### src/rtl/baud_div_pkg.sv
// Package: shared widths and helpers for the baud rate divider.
// Assumes the divisor width is a whole number of bytes.
package baud_div_pkg;

    localparam int unsigned DEF_DIV_W  = 16;
    localparam int unsigned DEF_BYTE_W = 8;

    // Encoding of the operating shape chosen by the effective divisor.
    typedef enum logic [1:0] {
        SHAPE_INV_CLK = 2'd0,  // divisor 1: inverted reference clock
        SHAPE_HALF    = 2'd1,  // divisor 2: 50% square wave
        SHAPE_LONG    = 2'd2   // divisor 3 or more (0 mapped to 3)
    } shape_e;

    // Map a raw divisor to the period length actually used.
    function automatic logic [DEF_DIV_W-1:0] eff_period(input logic [DEF_DIV_W-1:0] raw);
        eff_period = (raw == '0) ? DEF_DIV_W'(3) : raw;
    endfunction

    // Classify an effective period into its output shape.
    function automatic shape_e shape_of(input logic [DEF_DIV_W-1:0] eff);
        if (eff == DEF_DIV_W'(1))      shape_of = SHAPE_INV_CLK;
        else if (eff == DEF_DIV_W'(2)) shape_of = SHAPE_HALF;
        else                           shape_of = SHAPE_LONG;
    endfunction

endpackage

### src/rtl/baud_div_latch.sv
// Divisor latch bank: one byte register per slice of the divisor.
// Presents the stored divisor, the value it will hold after the current
// write, and a load strobe. Assumes writes are synchronous to clk.
module baud_div_latch #(
    parameter int unsigned DIV_W  = 16,
    parameter int unsigned BYTE_W = 8,
    localparam int unsigned NUM_BYTES = DIV_W / BYTE_W,
    localparam int unsigned SEL_W = (NUM_BYTES > 1) ? $clog2(NUM_BYTES) : 1
) (
    input  logic              clk,
    input  logic              rst_n,
    input  logic              wr_en,
    input  logic [SEL_W-1:0]  wr_sel,
    input  logic [BYTE_W-1:0] wr_data,
    output logic [DIV_W-1:0]  div_q,
    output logic [DIV_W-1:0]  div_next,
    output logic              load
);

    logic [NUM_BYTES-1:0] hit;

    for (genvar b = 0; b < NUM_BYTES; b++) begin : g_byte
        logic [BYTE_W-1:0] byte_q;

        // Decode whether this byte slice is the write target.
        assign hit[b] = wr_en && (wr_sel == SEL_W'(b));

        // Hold one divisor byte; clear on reset, replace on a hit.
        always_ff @(posedge clk) begin
            if (!rst_n)      byte_q <= '0;
            else if (hit[b]) byte_q <= wr_data;
        end

        // Expose the stored byte and the value after this cycle's write.
        assign div_q[b*BYTE_W +: BYTE_W]    = byte_q;
        assign div_next[b*BYTE_W +: BYTE_W] = hit[b] ? wr_data : byte_q;
    end

    // Any accepted write restarts the counter.
    assign load = |hit;

endmodule

### src/rtl/baud_div_counter.sv
// Period counter: counts down from the effective divisor to 1 and
// reloads. A load strobe forces an immediate reload with a new period.
// Assumes eff_cur and eff_new are never zero.
module baud_div_counter #(
    parameter int unsigned DIV_W = 16
) (
    input  logic             clk,
    input  logic             rst_n,
    input  logic             load,
    input  logic [DIV_W-1:0] eff_new,
    input  logic [DIV_W-1:0] eff_cur,
    output logic [DIV_W-1:0] cnt
);

    localparam logic [DIV_W-1:0] RESET_PERIOD = DIV_W'(3);

    // Count down, reload at the end of a period or on a latch write.
    always_ff @(posedge clk) begin
        if (!rst_n)                  cnt <= RESET_PERIOD;
        else if (load)               cnt <= eff_new;
        else if (cnt <= DIV_W'(1))   cnt <= eff_cur;
        else                         cnt <= cnt - DIV_W'(1);
    end

endmodule

### src/rtl/baud_div_shaper.sv
// Output shaper: turns the counter state into the divided waveform and
// the one-cycle tick. Divisor 1 passes the inverted clock through.
// Assumes cnt lies in 1..eff.
module baud_div_shaper #(
    parameter int unsigned DIV_W = 16
) (
    input  logic                      clk,
    input  logic                      rst_n,
    input  logic [DIV_W-1:0]          cnt,
    input  logic [DIV_W-1:0]          eff,
    input  baud_div_pkg::shape_e      shape,
    output logic                      div_out,
    output logic                      tick
);
    import baud_div_pkg::*;

    logic out_hi;
    logic first_hi;

    // Decide the level and the first-high cycle for the active shape.
    always_comb begin
        out_hi   = 1'b0;
        first_hi = 1'b0;
        case (shape)
            SHAPE_INV_CLK: begin
                out_hi   = ~clk;
                first_hi = 1'b1;
            end
            SHAPE_HALF: begin
                out_hi   = (cnt == DIV_W'(1));
                first_hi = (cnt == DIV_W'(1));
            end
            default: begin
                out_hi   = (cnt <= eff - DIV_W'(2));
                first_hi = (cnt == eff - DIV_W'(2));
            end
        endcase
    end

    // Hold both outputs quiet during reset.
    assign div_out = rst_n & out_hi;
    assign tick    = rst_n & first_hi;

endmodule

### src/rtl/baud_divider.sv
// Top: programmable baud rate divider. Byte-wide latch writes set a
// 16-bit divisor and restart the period; outputs the divided waveform
// and a one-cycle tick. Assumes all inputs are synchronous to clk.
module baud_divider #(
    parameter int unsigned DIV_W  = 16,
    parameter int unsigned BYTE_W = 8,
    localparam int unsigned NUM_BYTES = DIV_W / BYTE_W,
    localparam int unsigned SEL_W = (NUM_BYTES > 1) ? $clog2(NUM_BYTES) : 1
) (
    input  logic              clk,
    input  logic              rst_n,
    input  logic              wr_en,
    input  logic [SEL_W-1:0]  wr_sel,
    input  logic [BYTE_W-1:0] wr_data,
    output logic              div_out,
    output logic              tick
);
    import baud_div_pkg::*;

    logic [DIV_W-1:0] div_q;
    logic [DIV_W-1:0] div_next;
    logic             load;
    logic [DIV_W-1:0] eff_cur;
    logic [DIV_W-1:0] eff_new;
    logic [DIV_W-1:0] cnt;
    shape_e           shape;

    baud_div_latch #(.DIV_W(DIV_W), .BYTE_W(BYTE_W)) u_latch (
        .clk      (clk),
        .rst_n    (rst_n),
        .wr_en    (wr_en),
        .wr_sel   (wr_sel),
        .wr_data  (wr_data),
        .div_q    (div_q),
        .div_next (div_next),
        .load     (load)
    );

    // Map raw divisors (stored and incoming) to effective periods.
    always_comb begin
        eff_cur = (div_q    == '0) ? DIV_W'(3) : div_q;
        eff_new = (div_next == '0) ? DIV_W'(3) : div_next;
        if (eff_cur == DIV_W'(1))      shape = SHAPE_INV_CLK;
        else if (eff_cur == DIV_W'(2)) shape = SHAPE_HALF;
        else                           shape = SHAPE_LONG;
    end

    baud_div_counter #(.DIV_W(DIV_W)) u_counter (
        .clk     (clk),
        .rst_n   (rst_n),
        .load    (load),
        .eff_new (eff_new),
        .eff_cur (eff_cur),
        .cnt     (cnt)
    );

    baud_div_shaper #(.DIV_W(DIV_W)) u_shaper (
        .clk     (clk),
        .rst_n   (rst_n),
        .cnt     (cnt),
        .eff     (eff_cur),
        .shape   (shape),
        .div_out (div_out),
        .tick    (tick)
    );

endmodule

### config.mk
export PLATFORM = sky130hd
export DESIGN_NAME = baud_divider
export DESIGN_NICKNAME = d
export VERILOG_FILES = /design/src/rtl/baud_div_pkg.sv /design/src/rtl/baud_div_latch.sv /design/src/rtl/baud_div_counter.sv /design/src/rtl/baud_div_shaper.sv /design/src/rtl/baud_divider.sv
export SDC_FILE = /design/constraint.sdc
export NUM_CORES = 1
export LEC_CHECK = 0
export BUFFER_PORTS_ARGS = -buffer_cell sky130_fd_sc_hd__buf_2
export CAP_MARGIN = 20
export CORE_MARGIN = 5
export CORE_UTILIZATION = 45
export CTS_CLUSTER_SIZE = 24
export DETAILED_ROUTE_END_ITERATION = 10
export SETUP_SLACK_MARGIN = 0.5
export SLEW_MARGIN = 20
export SYNTH_ARGS = -nofsm -noshare
export SYNTH_HDL_FRONTEND = slang
export SYNTH_HIERARCHICAL = 1
export SYNTH_SLANG_ARGS = --single-unit
### constraint.sdc
create_clock -name clk -period 5.1 [get_ports clk]
set_input_delay 0.765 -clock clk [delete_from_list [all_inputs] [get_ports clk]]
set_output_delay 0.765 -clock clk [all_outputs]
set_load 0.03 [all_outputs]
After elaboration in Yosys (flattened, before gate mapping)
Cells that the tools add are included.
{ "word_totals": {"in_bits": 12, "regBits": 32, "output_inout_bits": 2} }
{ "classes": {"n_addsub": 2, "eq_ne": 5, "order_cmp": 2, "n_mux": 10, "bitwise_logic": 4, "reduce_logical": 6} }
{ "op_table": {"columns": ["op", "count"], "rows": [
  ["$mux W16", 4],
  ["$eq A16 B1 Y1 const B", 2],
  ["$logic_not A16 Y1", 2],
  ["$eq A16 B16 Y1", 1],
  ["$eq A16 B2 Y1 const B", 1],
  ["$le A16 B1 Y1 const B", 1],
  ["$le A16 B16 Y1", 1],
  ["$mux W8", 2],
  ["$sub A16 B1 Y16 const B", 1],
  ["$sub A16 B2 Y16 const B", 1],
  ["$mux W2", 2],
  ["$pmux W1 S2", 2],
  ["$and A1 B1 Y1", 2],
  ["$eq A2 B1 Y1 const B", 1],
  ["$logic_and A1 B1 Y1", 2],
  ["$logic_not A2 Y1", 1],
  ["$not A1 Y1", 2],
  ["$reduce_or A2 Y1", 1]
]} }

Depth between registers and ports, before layout
{ "logic_depth": {"ltp_word": 8, "depth_mapped": 14} }

Cells and area by module
The synthesis kept the hierarchy.
{ "modules_own_cells": {"columns": ["module", "seq_area_each_um2", "instances", "area_each_um2", "cells_per_inst"], "rows": [
  ["baud_div_counter", 320.3, 1, 1156.1, 151],
  ["baud_div_latch", 320.3, 1, 828.3, 81],
  ["baud_div_shaper", 0.0, 1, 681.9, 86],
  ["baud_divider", 0.0, 1, 241.5, 45]
]} }

==> run metrics <==
routed len/inst=19.4 µm; Syn Nets=394; area of the multi-input gates=2060 µm²; Clock Latency Late Sink=0.40 ns; grt met1 use=26.3%; CP top delay family=simple AND/OR/NAND/NOR gates; Main synth FF type=dfxtp_1; area growth from synthesis to layout=5.59%; Leak=1.30 nW; Max stage delay on crit path=0.40 ns; crit path max fanout=7; PD cells=321 nW/µm²; Placed Cells incl. Taps=407; Final Instance Count excl. Fillers=423; number of antenna violations at the first check in global routing=0; Hold/Removal Path Class=reg -> reg; grt peak-use layer=met2; GPL Wtd Cong=0.900; I/O Pins=14; outcome=complete, no violations; area leader, netlist=dfxtp_1; WP buf/inv=3; RSZ-0062 raised after global routing=false; Max-slew headroom=35.4%; multiplexer share of the synthesized area=12.0%; total wire length=8210 µm; setup_tns=0 ns; Hold Fails Final Rpt=0; Max Freq=234 MHz; Pre-antenna DRT Iters=5; post-synthesis sequential area ratio=22.0%; # fillers=626; quantity of I/O buffers inserted on ports=13; Die H=90.4 µm; period utilization=83.6%; Iter 0 DRT Violations=265; final slew viol count=0; library cells used by synthesis=59; maxcap violations=0; Die X=90.4 µm; Yosys warning total=6; FF/Latch Area=642 µm²; first-pass GRT wire length=13100 µm; vias=2690; arrival time worst endpoint=3.50 ns; share of cells above drive strength 1=19.7%; Syn Inst Count=363; Synth async-reset ratio=0%; largest net degree at the start of global routing=37; All-Layer GR Usage=20.2%; post-DP HPWL=6110 µm; Synth Area in Compound Gates=15.6%; slowest CP cell=dfxtp_1; GRT overflow=0; # nets final=376; min cycle time layout=4.26 ns; crit end category=output port; Antenna Nets Post-Route=0; clock skew=0.00406 ns; DRC=0; Data required, critical path=4.34 ns; core area=6310 µm²; commonest cells in the netlist=nand2_1 (39), clkbuf_1 (35), dfxtp_1 (32); top-count cell post-synth=nand2_1; top cells by area, synth=dfxtp_1 (22%), ha_1 (8.2%), mux2i_1 (5.5%); final setup violation count=0; die area=8170 µm²; Ant. Diodes=0; XOR/XNOR share of the synthesized area=6.02%; Synth top area share=22.0%; M3 GR Usage=4.83%; Avg Cell Area, Syn=8.01 µm²; vias in the first global route=2483; WS Path Type=reg -> out; synthesized area=2910 µm²; largest family of logic cells by synthesized area=simple AND/OR/NAND/NOR gates; critical-path cell list=nor4_2 > nand4_1 > o21bai_4 > inv_1 > ha_2 > nand3_2 > nor2_1 > xnor2_1 > ha_1 > nand4_1 > buf_4 > a2111o_1 > a31oi_1 > a211oi_1 > buf_4; #FFs+latches synth=32; initial core utilization=46.1%; worst vdd ir=161 µV; clock slew at reported path FFs=0.07 ns; hold buffers post-CTS=0; simple-gate share of the synthesized area=28.0%; CP Launch Type=register; met2 usage=30.8%; Adder-Cell Fraction of Synth Area=8.18%; Slew @ Worst Pin=0.965 ns; # rows=29; drt via density=6.36; CTS tree=yes; number of synthesized flops with an enable pin=0
[worst min-delay path, cell delays in order (launching register included)]
cell     delay, ns
dfxtp_2       0.38
nand2_1       0.07
mux2i_1       0.05
[layer usage]
layer  up-vias  wire length (µm)
li1       1282                 -
met1      1258              3680
met2       125              3670
met3        25               561
met4         0               297
met5         -                 0
[kinds of logic (layout without fill, tap and decap cells)]
| group | after synthesis | after routing |
|---|---|---|
| xor gates and xnor gates | 20 | 20 |
| adders and majority gates | 19 | 19 |
| DFF | 32 | 32 |
| buffers and inverters | 54 | 37 |
| muxes | 32 | 32 |
| AOI/OAI and AO/OA | 63 | 63 |
| and+or+nand+nor | 143 | 143 |
[cells in the final DEF (no fill, tap or decap), types with 8 or more instances in the layout]
| cell type | count |
|---|---|
| nor4_1 | 12 |
| mux2i_1 | 16 |
| dfxtp_1 | 31 |
| xnor2_1 | 11 |
| o21ai_0 | 8 |
| nand3_1 | 10 |
| nor2_1 | 16 |
| nand2_1 | 39 |
| clkbuf_8 | 8 |
| ha_1 | 18 |
| o31ai_1 | 12 |
| buf_2 | 12 |
| a21oi_1 | 12 |
| xor2_1 | 9 |
| nor3_1 | 13 |
| mux2_2 | 14 |
[power by group]
part           switching [mW]  total, mW  internal, mW  leakage [nW]
registers              0.0437      0.314         0.270         0.263
logic                   0.235      0.400         0.165         0.968
clock network           0.121      0.271         0.150        0.0689
[sequential cells by signal, indices dropped and copies added, names as in the netlist]
| name | count |
|---|---|
| u_counter/cnt | 16 |
| u_latch/g_byte.byte_q | 16 |
[worst paths after layout]
path         depth (start not counted)                         from  slack [ns]                           to
max                                 15  u_latch/g_byte[1].byte_q[0]        0.84                      div_out
min                                  2  u_latch/g_byte[1].byte_q[4]        0.54  u_latch/g_byte[1].byte_q[4]
max reg2reg                          4            u_counter/cnt[10]        2.42             u_counter/cnt[7]
min reg2reg                          2  u_latch/g_byte[1].byte_q[4]        0.54  u_latch/g_byte[1].byte_q[4]
[final cells by class]
type / instances / area share [%]
multi-input combinational: 277 / 67.2
tap: 77 / 3.14
timing repair buffer: 18 / 3.42
inverter: 7 / 0.856
sequential: 32 / 20.9
clock inverter: 2 / 0.530
clock buffer: 10 / 3.95
[through the flow]
step                hold slack, ns  worst slack, ns  power, mW  util [%]  instance area [µm²]
global placement             0.523             1.04      0.690      45.4                 2870
detailed placement           0.523            0.945      0.688      45.4                 2870
global route                 0.585            0.548       1.04      48.6                 3070
floorplan                    0.460             1.05      0.610         -                 2910
finish                       0.540            0.835      0.985      48.6                 3070
CTS                          0.532            0.577      0.955      47.5                 3000
[repair_timing]
action	in CTS	in global routing
gates resized for setup	1	6
endpoints found under the hold margin	0	0
setup endpoints to repair	1	2
gates cloned	0	0
pin swaps	0	7
setup buffers	0	5
No activity file was read; power rests on OpenSTA's default activity.
